$ cat config.mk
export PLATFORM = sky130hd
export DESIGN_NAME = alu_fsa
export DESIGN_NICKNAME = d
export VERILOG_FILES = /design/src/rtl/alu_fsa_pkg.sv /design/src/rtl/alu_addsub.sv /design/src/rtl/alu_shifter.sv /design/src/rtl/alu_fused.sv /design/src/rtl/alu_fsa.sv
export SDC_FILE = /design/constraint.sdc
export NUM_CORES = 1
export LEC_CHECK = 0
export BUFFER_PORTS_ARGS = -buffer_cell sky130_fd_sc_hd__clkbuf_2
export CAP_MARGIN = 20
export CORE_UTILIZATION = 40
export DETAILED_ROUTE_END_ITERATION = 12
export SLEW_MARGIN = 20
export SYNTH_ARGS = -nofsm -noshare
export SYNTH_HDL_FRONTEND = slang
export SYNTH_SLANG_ARGS = --single-unit
$ cat constraint.sdc
create_clock -name vclk -period 10.8
set_input_delay 2.7 -clock vclk [all_inputs]
set_output_delay 2.7 -clock vclk [all_outputs]
set_load 0.05 [all_outputs]
$ cat src/rtl/alu_fsa_pkg.sv
package alu_fsa_pkg;
  parameter int XLEN = 64;
  parameter int WLEN = 32;
  parameter int FUSE_SHAMT = 31;

  typedef enum logic [3:0] {
    OP_ADD   = 4'd0,
    OP_SUB   = 4'd1,
    OP_ADDW  = 4'd2,
    OP_SUBW  = 4'd3,
    OP_SLT   = 4'd4,
    OP_SLTU  = 4'd5,
    OP_SLL   = 4'd6,
    OP_SRL   = 4'd7,
    OP_SRA   = 4'd8,
    OP_SLLW  = 4'd9,
    OP_SRLW  = 4'd10,
    OP_SRAW  = 4'd11,
    OP_SRADW = 4'd12
  } alu_op_e;

  // widen a word to full width, copying the word's top bit
  function automatic logic [XLEN-1:0] sext_word(input logic [WLEN-1:0] w);
    return {{(XLEN-WLEN){w[WLEN-1]}}, w};
  endfunction

  // signed less-than from operand signs and the difference's top bit
  function automatic logic signed_lt(input logic sa, input logic sb, input logic sd);
    return (sa != sb) ? sa : sd;
  endfunction
endpackage

$ cat src/rtl/alu_addsub.sv
module alu_addsub #(
  parameter int W = 64
) (
  input  logic [W-1:0] a_i,
  input  logic [W-1:0] b_i,
  input  logic         sub_i,
  output logic [W-1:0] sum_o,
  output logic         lt_s_o,
  output logic         lt_u_o
);
  logic [W-1:0] b_eff;
  logic [W:0]   ext;

  assign b_eff  = sub_i ? ~b_i : b_i;
  assign ext    = {1'b0, a_i} + {1'b0, b_eff} + {{W{1'b0}}, sub_i};
  assign sum_o  = ext[W-1:0];
  // with subtraction, carry-out set means a >= b unsigned
  assign lt_u_o = ~ext[W];
  assign lt_s_o = alu_fsa_pkg::signed_lt(a_i[W-1], b_i[W-1], ext[W-1]);
endmodule

$ cat src/rtl/alu_shifter.sv
module alu_shifter #(
  parameter int W   = 64,
  localparam int SW = $clog2(W)
) (
  input  logic [W-1:0]  data_i,
  input  logic [SW-1:0] shamt_i,
  input  logic          left_i,
  input  logic          arith_i,
  output logic [W-1:0]  res_o
);
  logic [W-1:0]        rin;
  logic [W-1:0]        rout;
  logic [W-1:0]        x;
  logic [W-1:0]        shr;
  logic                fill;
  logic signed [W:0]   ext;

  // a left shift is a right shift of the bit-reversed word
  for (genvar i = 0; i < W; i++) begin : g_rev
    assign rin[i]  = data_i[W-1-i];
    assign rout[i] = shr[W-1-i];
  end

  assign x     = left_i ? rin : data_i;
  assign fill  = arith_i & ~left_i & data_i[W-1];
  assign ext   = {fill, x};
  assign shr   = W'(ext >>> shamt_i);
  assign res_o = left_i ? rout : shr;
endmodule

$ cat src/rtl/alu_fused.sv
module alu_fused #(
  parameter int WW    = 32,
  parameter int SHAMT = 31
) (
  input  logic [WW-1:0] a_w_i,
  input  logic [WW-1:0] b_w_i,
  output logic [WW-1:0] shifted_o,
  output logic [WW-1:0] sum_o
);
  assign shifted_o = a_w_i >> SHAMT;
  assign sum_o     = shifted_o + b_w_i;
endmodule

$ cat src/rtl/alu_fsa.sv
module alu_fsa
  import alu_fsa_pkg::*;
(
  input  logic [3:0]      op_i,
  input  logic [XLEN-1:0] a_i,
  input  logic [XLEN-1:0] b_i,
  input  logic            in_valid_i,
  output logic            in_ready_o,
  output logic [XLEN-1:0] result_o,
  output logic            out_valid_o
);
  localparam int SW64 = $clog2(XLEN);
  localparam int SW32 = $clog2(WLEN);

  alu_op_e        op;
  logic           sub_sel;
  logic [XLEN-1:0] sum_full;
  logic           lt_s;
  logic           lt_u;
  logic [XLEN-1:0] shift_full;
  logic [WLEN-1:0] shift_word;
  logic [WLEN-1:0] fused_shift;
  logic [WLEN-1:0] fused_sum;

  assign op      = alu_op_e'(op_i);
  assign sub_sel = (op == OP_SUB) || (op == OP_SUBW) || (op == OP_SLT) || (op == OP_SLTU);

  alu_addsub #(.W(XLEN)) u_addsub (
    .a_i    (a_i),
    .b_i    (b_i),
    .sub_i  (sub_sel),
    .sum_o  (sum_full),
    .lt_s_o (lt_s),
    .lt_u_o (lt_u)
  );

  alu_shifter #(.W(XLEN)) u_shift_full (
    .data_i  (a_i),
    .shamt_i (b_i[SW64-1:0]),
    .left_i  (op == OP_SLL),
    .arith_i (op == OP_SRA),
    .res_o   (shift_full)
  );

  alu_shifter #(.W(WLEN)) u_shift_word (
    .data_i  (a_i[WLEN-1:0]),
    .shamt_i (b_i[SW32-1:0]),
    .left_i  (op == OP_SLLW),
    .arith_i (op == OP_SRAW),
    .res_o   (shift_word)
  );

  alu_fused #(.WW(WLEN), .SHAMT(FUSE_SHAMT)) u_fused (
    .a_w_i     (a_i[WLEN-1:0]),
    .b_w_i     (b_i[WLEN-1:0]),
    .shifted_o (fused_shift),
    .sum_o     (fused_sum)
  );

  always_comb begin
    case (op)
      OP_ADD, OP_SUB:           result_o = sum_full;
      OP_ADDW, OP_SUBW:         result_o = sext_word(sum_full[WLEN-1:0]);
      OP_SLT:                   result_o = {{(XLEN-1){1'b0}}, lt_s};
      OP_SLTU:                  result_o = {{(XLEN-1){1'b0}}, lt_u};
      OP_SLL, OP_SRL, OP_SRA:   result_o = shift_full;
      OP_SLLW, OP_SRLW, OP_SRAW: result_o = sext_word(shift_word);
      OP_SRADW:                 result_o = sext_word(fused_sum);
      default:                  result_o = '0;
    endcase
  end

  assign in_ready_o  = 1'b1;
  assign out_valid_o = in_valid_i;
endmodule

Word-level counts from Yosys, hierarchy flattened

Cells that the tools add are included.

Reduce and logical (&&, ||, !) cells: 8
Multipliers: 0
Shift operators: 2
Mux-type cells: 7
Equal/unequal tests: 13
Add/sub/neg operators: 3
Bitwise gates (word level): 8
Order comparisons: 0
Div/mod/pow operators: 0

Operators with widths:

| cell                                                                  | number |
|---|---|
| 64-bit one-hot mux with 7 select lines                                | 1 |
| 64-bit 2-to-1 mux                                                     | 3 |
| 64-bit by 64-bit adder with 65-bit output                             | 1 |
| 65-bit by 1-bit adder with 65-bit output                              | 1 |
| 65-bit by 6-bit >>> shifter with 64-bit output                        | 1 |
| 32-bit 2-to-1 mux                                                     | 2 |
| 64-bit NOT                                                            | 1 |
| 33-bit by 5-bit >>> shifter with 32-bit output                        | 1 |
| 1-bit by 32-bit adder with 32-bit output                              | 1 |
| 4-bit equality test, second input constant                            | 5 |
| 4-bit by 3-bit equality test with 1-bit output, second input constant | 4 |
| 4-bit by 2-bit equality test with 1-bit output, second input constant | 2 |
| 3-bit OR reduction                                                    | 2 |
| 1-bit bitwise AND                                                     | 4 |
| 4-bit by 1-bit equality test with 1-bit output, second input constant | 1 |
| 4-bit zero test                                                       | 1 |
| 2-bit OR reduction                                                    | 2 |
| 1-bit logical OR                                                      | 3 |
| 1-bit NOT                                                             | 3 |
| 1-bit 2-to-1 mux                                                      | 1 |
| 1-bit != test                                                         | 1 |

Flip-flop bits (word level): 0
Latch bits: 0
Memory bits (writable): 0
Memories: 0
Output and inout port bits: 66
Word-level logic and storage cells: 41
Memory bits (read-only): 0

Logic depth before layout (Yosys ltp)

Depth in word-level cells: 9
Mapped depth: 21
Depth with buffers taken out: 13

By module

A second synthesis with hierarchy kept.

Cell total of the unflattened synthesis: 2,234
Area total of the unflattened synthesis: 17,187.7 µm²

Modules (own cells, without submodules):

| module                      | cells each | area each (µm²) | times used |
|---|---|---|---|
| alu_shifter at u_shift_full | 779        | 6,687.7         | 1 |
| alu_addsub                  | 653        | 4,575.6         | 1 |
| alu_shifter at u_shift_word | 461        | 3,594.7         | 1 |
| alu_fsa                     | 215        | 1,432.6         | 1 |
| alu_fused                   | 126        | 897.1           | 1 |

Least setup slack after synthesis

OpenSTA, ideal clock, no wires.

Kind: in2out
Start point: input port b_i[1]
End point: output port result_o[60]
Cell stages on the path: 18
Data arrival time: 7.898 ns
Path slack: 0.202 ns
Path through: clkbuf_1 -> inv_1 -> buf_2 -> buf_2 -> buf_2 -> buf_2 -> buf_1 -> xnor2_1 -> fa_1 -> a21o_1 -> a221o_1 -> nand4_1 -> a21oi_1 -> a41oi_1 -> o41ai_1 -> a311o_1 -> xnor2_1 -> o211ai_1

Longest elaborated chain between the ends: 5

RTL lines:

| what                                       | RTL line         | source |
|---|---|---|
| start, declared                            | alu_fsa.sv:6     | `input logic [XLEN-1:0] b_i,` |
| 64-bit NOT                                 | alu_addsub.sv:14 | `assign b_eff = sub_i ? ~b_i : b_i;` |
| 64-bit 2-to-1 mux                          | alu_addsub.sv:14 |  |
| 64-bit by 64-bit adder with 65-bit output  | alu_addsub.sv:15 | `assign ext = {1'b0, a_i} + {1'b0, b_eff} + {{W{1'b0}}, sub_i};` |
| 65-bit by 1-bit adder with 65-bit output   | alu_addsub.sv:15 |  |
| 64-bit one-hot mux with 7 select lines (*) | alu_fsa.sv:61    | `case (op)` |
| end, declared                              | alu_fsa.sv:9     | `output logic [XLEN-1:0] result_o,` |

Every way passes the cells marked *; elsewhere a longest branch is shown, timed or not.

Worst setup path after layout

Start point: input port op_i[2]
End point: output port result_o[62]

Longest elaborated chain between the ends: 8

RTL lines:

| what                                                                                                                    | RTL line                     | source |
|---|---|---|
| start, declared                                                                                                         | alu_fsa.sv:4                 | `input logic [3:0] op_i,` |
| 4-bit by 1-bit equality test with 1-bit output / 4-bit by 2-bit equality test with 1-bit output (equally long branches) | alu_fsa.sv:26, alu_fsa.sv:61 |  |
| 1-bit logical OR (3 in series)                                                                                          | alu_fsa.sv:26                | `assign sub_sel = (op == OP_SUB) \|\| (op == OP_SUBW) \|\| (op == OP_SLT) \|\| (op == OP_SLTU);` |
| 64-bit 2-to-1 mux                                                                                                       | alu_addsub.sv:14             |  |
| 64-bit by 64-bit adder with 65-bit output                                                                               | alu_addsub.sv:15             |  |
| 65-bit by 1-bit adder with 65-bit output                                                                                | alu_addsub.sv:15             |  |
| 64-bit one-hot mux with 7 select lines (*)                                                                              | alu_fsa.sv:61                |  |

Marked as above.

==> run summary <==
Status - finished clean
Ys Warns - 0
CP max FO - 26
DRC viols - 0
Post-synth top cells - 231 x nand2_1, 190 x a21oi_1, 133 x nor2_1
I/O pin total - 199
Final hold vios - 0
Max-slew headroom - 28.30%
Die Ht - 190.7 µm
Total track usage - 45.96%
Critical Path Start Type - primary input
Total length of routed met2 wires - 36610 µm
Congestion Overflow GR - 0
Largest net degree at the start of global routing - 67
Lkg Pwr - 6.226 nW
Starting Density - 40.95%
Met1 Wirelength - 32340 µm
Min Tclk post-route - 10150 ps
Final HPWL DP - 69040 µm
# Max-Cap Violations - 0
Vias in the first global route - 16814
Min Hold Slack - 5400 ps
Die area - 36380 µm²
Netlist Area Pre-Place - 14250 µm²
Drt via density - 7.315
Seq Cell Count - 0
Total Nets Final - 2234
Worst slew pin tran - 1074 ps
Antenna Nets Post-Route - 0
Unrepaired setup endpoints after global routing - false
Finished Layout Cells - 2484
Fmax - 98.48 MHz
Placed inst area - 15600 µm²
# Post-CTS Setup Buffers - 0
Dpl ws - 711.2 ps
Synth Net Count - 2157
Fillcell total - 3646
Vias post-DR - 18171
Routed wl met3 - 9551 µm
Post-route core utilization - 44.82%
Placed cells - 2484
# port buffers - 196
Critical Path RT - 8100 ps
Share of total power in sequential cells - 0%
Switching Share - 68.28%
Final period utilization - 94.02%
Count leader, synth - nand2_1
RD Place Congestion - 1.074
Row cnt - 68
Mean Syn Cell Area - 7.292 µm²
Hold Path Class - in2out
Synthesis-to-finish area growth - 9.457%
Top sig layer - met5
Post-CTS Resized - 0
Sequential element share of the synthesized area - 0%
First-pass GRT wire length - 120800 µm
Initial DRC count - 2780
DR pass1 iterations - 7
Setup TNS - 0 ps
Final setup fails - 0
Crit Path Class - in2out
Tot Pwr - 1.411 mW
Share of cells above drive strength 1 - 19.96%
Setup WS post-layout - 646.1 ps
Cells after synthesis - 1954
Antenna cells - 0
Final instance area - 15600 µm²
Critical Path End Type - output pin
Clock power share - 0%
NetSw - 0.9633 mW
Gate power share - 100.0%
Max rail drop VDD - 75.84 µV
Core Area - 34800 µm²
WL final - 85660 µm
P_int - 0.4475 mW
Synth top area cells - mux4_2 18%, mux2i_1 8.6%, xnor2_1 6.8%
Slew Limit Fails - 0
Netlist cell types - 78
FF/Latch Area - 0 µm²
CTS Hold Bufs - 0
Die X - 190.7 µm
Area leader, netlist - mux4_2
Clock buffers - 0
Pwr/cell area - 90.46 nW/µm²
Routed len/inst - 34.48 µm
Top cell type's share of synthesized area - 18.49%
Multi-input logic area - 13460 µm²
Initial antenna violation count - 3
CP Data Arrival Time - 7450 ps
==> layer usage <==
layer	vias up	global-route usage [%]
li1	7777	-
met1	8748	58.69
met2	1416	69.66
met3	228	8.484
met4	2	31.45
met5	-	2.885
==> path summary, 6_finish.rpt <==
check / cells past startpoint / to / startpoint / slack (ps)
setup / recovery: 15 / result_o[62] / op_i[2] / 650
hold / removal: 0 / out_valid_o / in_valid_i / 5400
==> power groups by stage <==
stage / Clock [mW] / Combinational [mW] / Sequential (mW)
after floorplan: 0 / 0.910 / 0
after detailed placement: 0 / 1.36 / 0
final: 0 / 1.41 / 0
after global placement: 0 / 1.36 / 0
after CTS: 0 / 1.37 / 0
after global routing: 0 / 1.47 / 0
==> worst max-delay path, cell delays in order <==
cell,delay [ps]
clkbuf_2,260
nor2_1,290
a211o_4,430
o21ai_0,180
fa_1,440
a21o_1,190
a221o_1,380
a31oi_1,340
o21ai_1,200
a31oi_1,650
a31oi_1,300
and3_1,230
a2111oi_0,370
a211o_1,200
clkbuf_2,270
==> cell type report <==
cell class / instances / area share [%]
Multi-Input combinational cell: 1748 / 86.31
Timing Repair Buffer: 252 / 9.338
Tap cell: 455 / 3.650
Inverter: 29 / 0.6980
==> layout by cell type, fill, tap and decap left out, types with 12 or more instances in the layout <==
master / instances
a21o_1: 28
and2_1: 15
o21ai_1: 24
o21ai_0: 97
o22ai_1: 31
a211oi_1: 22
mux4_2: 117
buf_4: 54
clkbuf_2: 194
inv_1: 25
nand3_1: 54
nor2_1: 128
o211ai_1: 26
a221oi_1: 24
and3_1: 26
a31oi_1: 21
a211o_1: 13
o21bai_1: 19
xnor2_1: 110
ha_1: 69
nand4_1: 35
mux2i_1: 123
a21oi_1: 190
mux2_2: 12
nor3_1: 29
a22oi_1: 85
nand2_1: 231
xor2_1: 34
==> cells by family after synthesis <==
kind of cell | synth area share (%)
compound gates | 31.51
simple gates | 19.34
buf+inv | 5.910
mux | 28.16
xor+xnor | 8.851
other cells | 0.02632
fa+ha+maj | 6.200
(Power assumes the default switching activity.)
